[src/rtl/lsu_pkg.sv]
package lsu_pkg;

    localparam logic [5:0] OPC_LDW = 6'd35;
    localparam logic [5:0] OPC_STW = 6'd43;
    localparam logic [5:0] OPC_LDB = 6'd32;
    localparam logic [5:0] OPC_STB = 6'd40;

    typedef struct packed {
        logic load;
        logic store;
        logic byte_sz;
    } op_kind_t;

    function automatic op_kind_t decode_op(logic [5:0] opc);
        op_kind_t k;
        k = '0;
        case (opc)
            OPC_LDW: k.load  = 1'b1;
            OPC_STW: k.store = 1'b1;
            OPC_LDB: begin k.load  = 1'b1; k.byte_sz = 1'b1; end
            OPC_STB: begin k.store = 1'b1; k.byte_sz = 1'b1; end
            default: k = '0;
        endcase
        return k;
    endfunction

endpackage

[src/rtl/lsu_addr_gen.sv]
module lsu_addr_gen #(
    parameter int DATA_W = 32,
    parameter int OFF_W  = 16,
    localparam int LANES  = DATA_W / 8,
    localparam int LANE_W = $clog2(LANES),
    localparam int WADR_W = DATA_W - LANE_W
) (
    input  logic [DATA_W-1:0] base,
    input  logic [OFF_W-1:0]  offset,
    output logic [WADR_W-1:0] word_addr,
    output logic [LANE_W-1:0] lane
);
    logic [DATA_W-1:0] off_ext;
    logic [DATA_W-1:0] eff;

    always_comb begin
        off_ext   = {{(DATA_W-OFF_W){offset[OFF_W-1]}}, offset};
        eff       = base + off_ext;
        word_addr = eff[DATA_W-1:LANE_W];
        lane      = eff[LANE_W-1:0];
    end
endmodule

[src/rtl/lsu_store_lane.sv]
module lsu_store_lane #(
    parameter int DATA_W = 32,
    localparam int LANES  = DATA_W / 8,
    localparam int LANE_W = $clog2(LANES)
) (
    input  logic              clk,
    input  logic              rst,
    input  logic              st_en,
    input  logic              byte_sz,
    input  logic [LANE_W-1:0] lane,
    input  logic [DATA_W-1:0] src,
    output logic [LANES-1:0]  be,
    output logic [DATA_W-1:0] wdata
);
    for (genvar k = 0; k < LANES; k++) begin : g_lane
        // big-endian: lane k drives the k-th byte from the top
        assign be[LANES-1-k] = st_en & (~byte_sz | (lane == LANE_W'(k)));
        assign wdata[8*k +: 8] = byte_sz ? src[7:0] : src[8*k +: 8];
    end

    // a byte store enables one lane only
    a_r7_byte_single_lane: assert property (@(posedge clk) disable iff (rst)
        (st_en && byte_sz) |-> ($countones(be) == 1));

    // a word store enables every lane
    a_r6_word_full_mask: assert property (@(posedge clk) disable iff (rst)
        (st_en && !byte_sz) |-> (&be));
endmodule

[src/rtl/lsu_load_align.sv]
module lsu_load_align #(
    parameter int DATA_W = 32,
    localparam int LANES  = DATA_W / 8,
    localparam int LANE_W = $clog2(LANES)
) (
    input  logic              clk,
    input  logic              rst,
    input  logic              issue,
    input  logic              byte_sz,
    input  logic [LANE_W-1:0] lane,
    input  logic [DATA_W-1:0] rdata,
    output logic              valid,
    output logic [DATA_W-1:0] data
);
    logic              pend_byte;
    logic [LANE_W-1:0] pend_lane;
    logic [7:0]        lane_bytes [LANES];
    logic [7:0]        picked;

    always_ff @(posedge clk) begin
        if (rst) begin
            valid     <= 1'b0;
            pend_byte <= 1'b0;
            pend_lane <= '0;
        end else begin
            valid <= issue;
            if (issue) begin
                pend_byte <= byte_sz;
                pend_lane <= lane;
            end
        end
    end

    for (genvar k = 0; k < LANES; k++) begin : g_pick
        assign lane_bytes[k] = rdata[DATA_W-1-8*k -: 8];
    end

    always_comb begin
        picked = lane_bytes[pend_lane];
        if (!valid)
            data = '0;
        else if (pend_byte)
            data = {{(DATA_W-8){picked[7]}}, picked};
        else
            data = rdata;
    end

    // every accepted load yields a result on the next cycle
    a_r9_result_follows_issue: assert property (@(posedge clk) disable iff (rst)
        issue |=> valid);

    // a result always has a load one cycle before it
    a_r9_result_has_cause: assert property (@(posedge clk) disable iff (rst)
        valid |-> $past(issue));

    // a negative byte fills the upper bits with ones
    a_r5_sign_fill: assert property (@(posedge clk) disable iff (rst)
        (valid && pend_byte && data[7]) |-> (&data[DATA_W-1:8]));
endmodule

[src/rtl/lsu_lane_top.sv]
module lsu_lane_top
    import lsu_pkg::*;
#(
    parameter int DATA_W = 32,
    parameter int OFF_W  = 16,
    localparam int LANES  = DATA_W / 8,
    localparam int LANE_W = $clog2(LANES),
    localparam int WADR_W = DATA_W - LANE_W
) (
    input  logic              clk,
    input  logic              rst,
    input  logic              req_valid,
    input  logic [5:0]        req_opcode,
    input  logic [DATA_W-1:0] req_base,
    input  logic [OFF_W-1:0]  req_offset,
    input  logic [DATA_W-1:0] req_wdata,
    output logic [WADR_W-1:0] mem_addr,
    output logic              mem_rd_en,
    output logic              mem_wr_en,
    output logic [LANES-1:0]  mem_be,
    output logic [DATA_W-1:0] mem_wdata,
    input  logic [DATA_W-1:0] mem_rdata,
    output logic              misalign,
    output logic              ld_valid,
    output logic [DATA_W-1:0] ld_data
);
    op_kind_t          kind;
    logic [LANE_W-1:0] lane;

    lsu_addr_gen #(.DATA_W(DATA_W), .OFF_W(OFF_W)) addr_i (
        .base      (req_base),
        .offset    (req_offset),
        .word_addr (mem_addr),
        .lane      (lane)
    );

    always_comb begin
        kind      = decode_op(req_opcode);
        misalign  = req_valid & (kind.load | kind.store) & ~kind.byte_sz & (|lane);
        mem_rd_en = req_valid & kind.load  & ~misalign;
        mem_wr_en = req_valid & kind.store & ~misalign;
    end

    lsu_store_lane #(.DATA_W(DATA_W)) store_i (
        .clk     (clk),
        .rst     (rst),
        .st_en   (mem_wr_en),
        .byte_sz (kind.byte_sz),
        .lane    (lane),
        .src     (req_wdata),
        .be      (mem_be),
        .wdata   (mem_wdata)
    );

    lsu_load_align #(.DATA_W(DATA_W)) load_i (
        .clk     (clk),
        .rst     (rst),
        .issue   (mem_rd_en),
        .byte_sz (kind.byte_sz),
        .lane    (lane),
        .rdata   (mem_rdata),
        .valid   (ld_valid),
        .data    (ld_data)
    );

    // a flagged access reaches neither memory strobe
    a_r8_misalign_blocks: assert property (@(posedge clk) disable iff (rst)
        misalign |-> (!mem_rd_en && !mem_wr_en && (mem_be == '0)));

    // no request, no memory activity
    a_r10_idle_quiet: assert property (@(posedge clk) disable iff (rst)
        !req_valid |-> (!mem_rd_en && !mem_wr_en && !misalign && (mem_be == '0)));
endmodule

[config.mk]
export PLATFORM = sky130hd
export DESIGN_NAME = lsu_lane_top
export DESIGN_NICKNAME = d
export VERILOG_FILES = /design/src/rtl/lsu_pkg.sv /design/src/rtl/lsu_addr_gen.sv /design/src/rtl/lsu_store_lane.sv /design/src/rtl/lsu_load_align.sv /design/src/rtl/lsu_lane_top.sv
export SDC_FILE = /design/constraint.sdc
export NUM_CORES = 1
export LEC_CHECK = 0
export ABC_CLOCK_PERIOD_IN_PS = 2670
export BUFFER_PORTS_ARGS = -buffer_cell sky130_fd_sc_hd__buf_2
export CAP_MARGIN = 20
export CORE_MARGIN = 2
export CORE_UTILIZATION = 30
export CTS_BUF_LIST = sky130_fd_sc_hd__clkbuf_2
export CTS_CLUSTER_SIZE = 20
export DETAILED_ROUTE_END_ITERATION = 8
export SETUP_SLACK_MARGIN = 0.5
export SLEW_MARGIN = 20
export SYNTH_ARGS = -nofsm -noshare
export SYNTH_HDL_FRONTEND = slang
export SYNTH_SLANG_ARGS = --single-unit
export TNS_END_PERCENT = 50
[constraint.sdc]
create_clock -name clk -period 2.67 [get_ports clk]
set_input_delay 0.267 -clock clk [delete_from_list [all_inputs] [get_ports clk]]
set_output_delay 0.267 -clock clk [all_outputs]
set_load 0.05 [all_outputs]
# After elaboration in Yosys (flattened, before gate mapping)

Cells that the tools add are included.

Equal/unequal tests: 7
$lt $le $gt $ge: 1
$add $sub $neg: 1
Reduce and logical (&&, ||, !) cells: 5
Muxes and demuxes: 11
Bitwise operators: 19

Operators by type and width:

| kind                                                            | number |
|---|---|
| 32-bit two-way mux                                              | 2 |
| 8-bit two-way mux                                               | 5 |
| 32-bit adder                                                    | 1 |
| 6-bit == test, second input constant                            | 4 |
| 8-bit binary-select mux with 2-bit select                       | 1 |
| 1-bit bitwise AND                                               | 11 |
| 2-bit OR reduction                                              | 4 |
| 1-bit bitwise OR                                                | 5 |
| 2-bit == test, second input constant                            | 2 |
| 3-bit >= comparator, second input constant                      | 1 |
| 1-bit two-way mux                                               | 3 |
| 2-bit inverter with 3-bit output                                | 1 |
| 2-bit by 1-bit == test with 1-bit output, second input constant | 1 |
| 2-bit logical NOT                                               | 1 |
| 1-bit inverter                                                  | 2 |

Bits of input ports: 121
Word-level logic and storage cells: 47
Register bits: 4

# Depth between registers and ports, before layout

Depth in word-level cells: 10
Depth in mapped cells: 11

# Modules after synthesis

A second synthesis with hierarchy kept.

Cell total of the unflattened synthesis: 405
Area, all modules: 3012.9 um^2

By module, submodules not included:

| module         | area an instance (um^2) | cells each | sequential area each (um^2) | times used |
|---|---|---|---|---|
| lsu_addr_gen   | 1744.2                  | 241        | 0.0                         | 1 |
| lsu_load_align | 653.1                   | 80         | 80.1                        | 1 |
| lsu_store_lane | 521.8                   | 76         | 0.0                         | 1 |
| lsu_lane_top   | 93.8                    | 8          | 0.0                         | 1 |

# Worst setup path after synthesis

No wires, ideal clock.

Path type: input -> output
Start point: in req_base[0]
End point: out mem_addr[24]
Slack: -17 ps
Path buffers: 1
Stages on the path: 11
Data arrival time: 2420 ps
Cells stage by stage: ha_1 > inv_1 > fa_1 > and2b_1 > o2111ai_2 > a211oi_1 > o31ai_2 > a21oi_1 > a41oi_1 > xnor2_1 > buf_4

Cells in the longest elaborated chain, start to end: 1

Ends and longest elaborated chain:

| element            | RTL line           | text |
|---|---|---|
| start: declaration | lsu_lane_top.sv:14 | `input logic [DATA_W-1:0] req_base,` |
| 32-bit adder       | lsu_addr_gen.sv:18 | `eff = base + off_ext;` |
| end: declaration   | lsu_lane_top.sv:17 | `output logic [WADR_W-1:0] mem_addr,` |

Every way passes these cells.

# Worst setup path in the final report

Start point: in req_base[0]
End point: out mem_addr[28]

Same word-level chain as after synthesis.

==> flow_metrics.py <==
metrics = {
    "run_status": {
        "status": "complete, but fails checks",
        "violations": "setup timing",
    },
    "sta": {
        "period_share": 1.03,
        "slew_headroom": 0.478,
        "clock.fmax_ghz": 0.363,
        "tns_ps": -319,
        "min_period_ps": 2750,
        "final.setup_skew_ps": 0,
        "finalHoldViolations": 0,
        "timing.hold.ws_ps": 256,
        "slew_violations": 0,
        "setup_ws_ps": -84.4,
        "rsz0062_at_grt": "yes",
        "tightest_slew_ps": 782,
        "setup_violations": 7,
    },
    "cts": {
        "cts_root_buf": "clkbuf_2",
        "clk_pin_slew_ps": 50,
        "clock_sink_count": 4,
        "clkLatencyLatePin_ps": 210,
        "numCtsBuffers": 3,
        "cts_tree": "done",
        "h-tree-depth": 1,
        "cts_buffer_depth": 2,
    },
    "setup_path": {
        "crit_path_start": "req_base[0]",
        "critical_path_arrival_ps": 2490,
        "slowest_stage": "o31ai_2",
        "critPathTopFamily": "compound AO/OA/AOI/OAI gates",
        "cp_cell_sequence": "buf_6 -> ha_4 -> inv_2 -> fa_2 -> and2b_2 -> o2111ai_4 -> a211oi_2 -> o31ai_2 -> a21oi_2 -> a311oi_2 -> xnor2_1 -> buf_4",
        "slowest_delay_ps": 310,
        "endpoint_kind": "primary output",
        "crit_buf_inv": 3,
        "rr_worst_depth": 3,
        "cp.depth": 12,
        "critical_path.max_fanout": 3,
        "worstSetupPathType": "primary input to primary output",
        "reg2reg_from": "load_i.pend_byte$_SDFFE_PP0P_",
        "cp_data_required_time_ps": 2400,
        "worstReg2RegEnd": "load_i.pend_byte$_SDFFE_PP0P_",
        "rrSetupSlack_ps": 1710,
        "start_kind": "primary input",
        "crit_path_end": "mem_addr[28]",
    },
    "yosys": {
        "syn-num-nets": 595,
        "ys_types": 54,
        "async_reset_ff_frac": 0,
        "syn_area_per_cell_um2": 6.99,
        "synth_most_common_cell": "nand2_1",
        "synth-edff-count": 0,
        "netlist_area_um2": 3090,
        "synth_top_area_share": 0.126,
        "synth_area_leader_cell": "ha_1",
        "ys_dominant_reg_cell": "dfxtp_1",
        "synthTopCellsByCount": "nand2_1 (78), buf_4 (39), a21oi_1 (34), ha_1 (31), nor2_1 (30)",
        "ys_seq_area_frac": 0.0259,
        "yosys_warnings": 0,
        "ys_top_cells_by_area": "ha_1 (13%), buf_4 (9.5%), nand2_1 (9.5%), a21boi_0 (6.6%), xnor2_1 (6.2%)",
        "ys_seq_elements": 4,
        "synth_cells": 442,
    },
    "grt": {
        "antenna_found_initial": 0,
        "grt_overflow": 0,
        "grt_start_max_net_pins": 34,
        "grt_usage": 0.170,
        "grt_pass1_vias": 3774,
        "grt_pass1_wl_um": 16400,
    },
    "routing": {
        "drt_iter0_drc": 170,
        "drc": 0,
        "vias": 3874,
        "routedWlPerCell_um": 12.8,
        "wl_um": 10200,
        "ant_nets": 0,
        "avgViaCountPerCell": 4.87,
        "drtPass1Iterations": 4,
    },
    "final_layout": {
        "synthToLayoutAreaGrowth_pct": 52.4,
        "antennaDiodeCount": 0,
        "fin_area_um2": 4710,
        "drive_above_1_share": 0.498,
        "nNetsFinal": 815,
        "final_util": 0.464,
    },
    "pwr": {
        "combPwrFrac": 0.925,
        "power_mw": 1.55,
        "p_seq_frac": 0.039,
        "p_leak_nw": 2.41,
        "p_clk_frac": 0.036,
        "p_int_mw": 0.611,
        "swShare": 0.605,
        "powerDensity_nw_per_um2": 329,
        "p_switching_mw": 0.937,
        "ir_drop_mv": 0.239,
    },
    "floorplan": {
        "start_util": 0.305,
        "ios": 223,
        "die_h_um": 105,
        "core_um2": 10100,
        "num_rows": 37,
        "die_x_um": 105,
        "fp.dieArea_um2": 11100,
    },
    "placed_design": {
        "hpwl_um": 8560,
        "place.gp.congestion": 0.855,
        "dpl-instance-area_um2": 4360,
        "portBuffers": 222,
    },
    "run": {
        "cap_violations": 0,
    },
    "hold_path": {
        "hold_class": "primary input to flip-flop",
    },
}
==> worst reg2reg max path: stages (launching register included) <==
cell and delay [ps]:
dfxtp_1 370, buf_4 310, a32oi_1 100, nor2_1 110
==> worst min path at each step <==
stage / startpoint / to / slack (ps) / cells after the start
6_report: rst / load_i.valid$_SDFF_PP0_ / 260 / 2
5_1_grt: rst / load_i.valid$_SDFF_PP0_ / 260 / 2
4_1_cts: rst / load_i.valid$_SDFF_PP0_ / 240 / 2
3_5_place_dp: rst / load_i.valid$_SDFF_PP0_ / 480 / 2
3_3_place_gp: rst / load_i.valid$_SDFF_PP0_ / 470 / 2
2_1_floorplan: rst / load_i.pend_byte$_SDFFE_PP0P_ / 340 / 1
==> layout by cell type (no fill, tap or decap), drive strengths merged, types with 4 or more instances in the layout <==
| master | instances |
|---|---|
| a21boi | 27 |
| mux4 | 8 |
| inv | 11 |
| nand2 | 78 |
| a211oi | 5 |
| nor2 | 30 |
| ha | 31 |
| xnor2 | 22 |
| nor2b | 10 |
| a21o | 6 |
| a21oi | 35 |
| xor2 | 9 |
| o31ai | 5 |
| nand2b | 27 |
| and2 | 4 |
| mux2i | 8 |
| dfxtp | 4 |
| clkbuf | 6 |
| nor3 | 4 |
| nand3 | 9 |
| buf | 267 |
| o21ai | 15 |
| o21a | 7 |
==> state kept, by name, indices dropped and copies added (netlist names) <==
register / flops
load_i.pend_byte: 1
load_i.pend_lane: 2
load_i.valid: 1
==> through the flow <==
step	std cells	setup WS, ps
2_1_floorplan	442	142
3_3_place_gp	785	-193
3_5_place_dp	785	-222
4_1_cts	792	-83.4
5_1_grt	796	-200
6_report	796	-84.4
==> cell families after synthesis <==
| logic type | Yosys count | synth area share |
|---|---|---|
| mux | 16 | 0.0843 |
| compound gates | 120 | 0.277 |
| simple gates | 173 | 0.264 |
| xor+xnor | 31 | 0.0879 |
| fa+ha+maj | 32 | 0.132 |
| flops | 4 | 0.0259 |
| buf+inv | 66 | 0.128 |
==> final cells by class <==
class / count / area, um2
fill: 1020 / 5430
sequential: 4 / 80.1
inverter: 11 / 41.3
tap: 136 / 170
timing repair buffer: 270 / 1570
multi-input combinational: 372 / 2830
clock buffer: 3 / 15.0
==> routing by layer <==
metal / GRT usage / part of all wire
met4: 0.0314 / 0.015
met2: 0.322 / 0.51
met1: 0.201 / 0.42
met5: 0 / 0
met3: 0.0272 / 0.062
==> power by group through the flow <==
| stage | clock (mW) | combinational [mW] | sequential (mW) |
|---|---|---|---|
| floorplan | 0 | 1.07 | 0.0615 |
| global placement | 0 | 1.30 | 0.0617 |
| detailed placement | 0 | 1.31 | 0.0617 |
| CTS | 0.0591 | 1.41 | 0.0606 |
| global route | 0.0646 | 1.52 | 0.0605 |
| finish | 0.0557 | 1.43 | 0.0606 |
==> what timing repair did <==
action                     in CTS  in global routing
setup buffers                   4                  4
hold buffers                    0                  0
pin swaps                      11                  3
setup endpoints to repair      53                 45
resized for setup              52                 15
cloned                          0                  0
(Power assumes the default switching activity.)
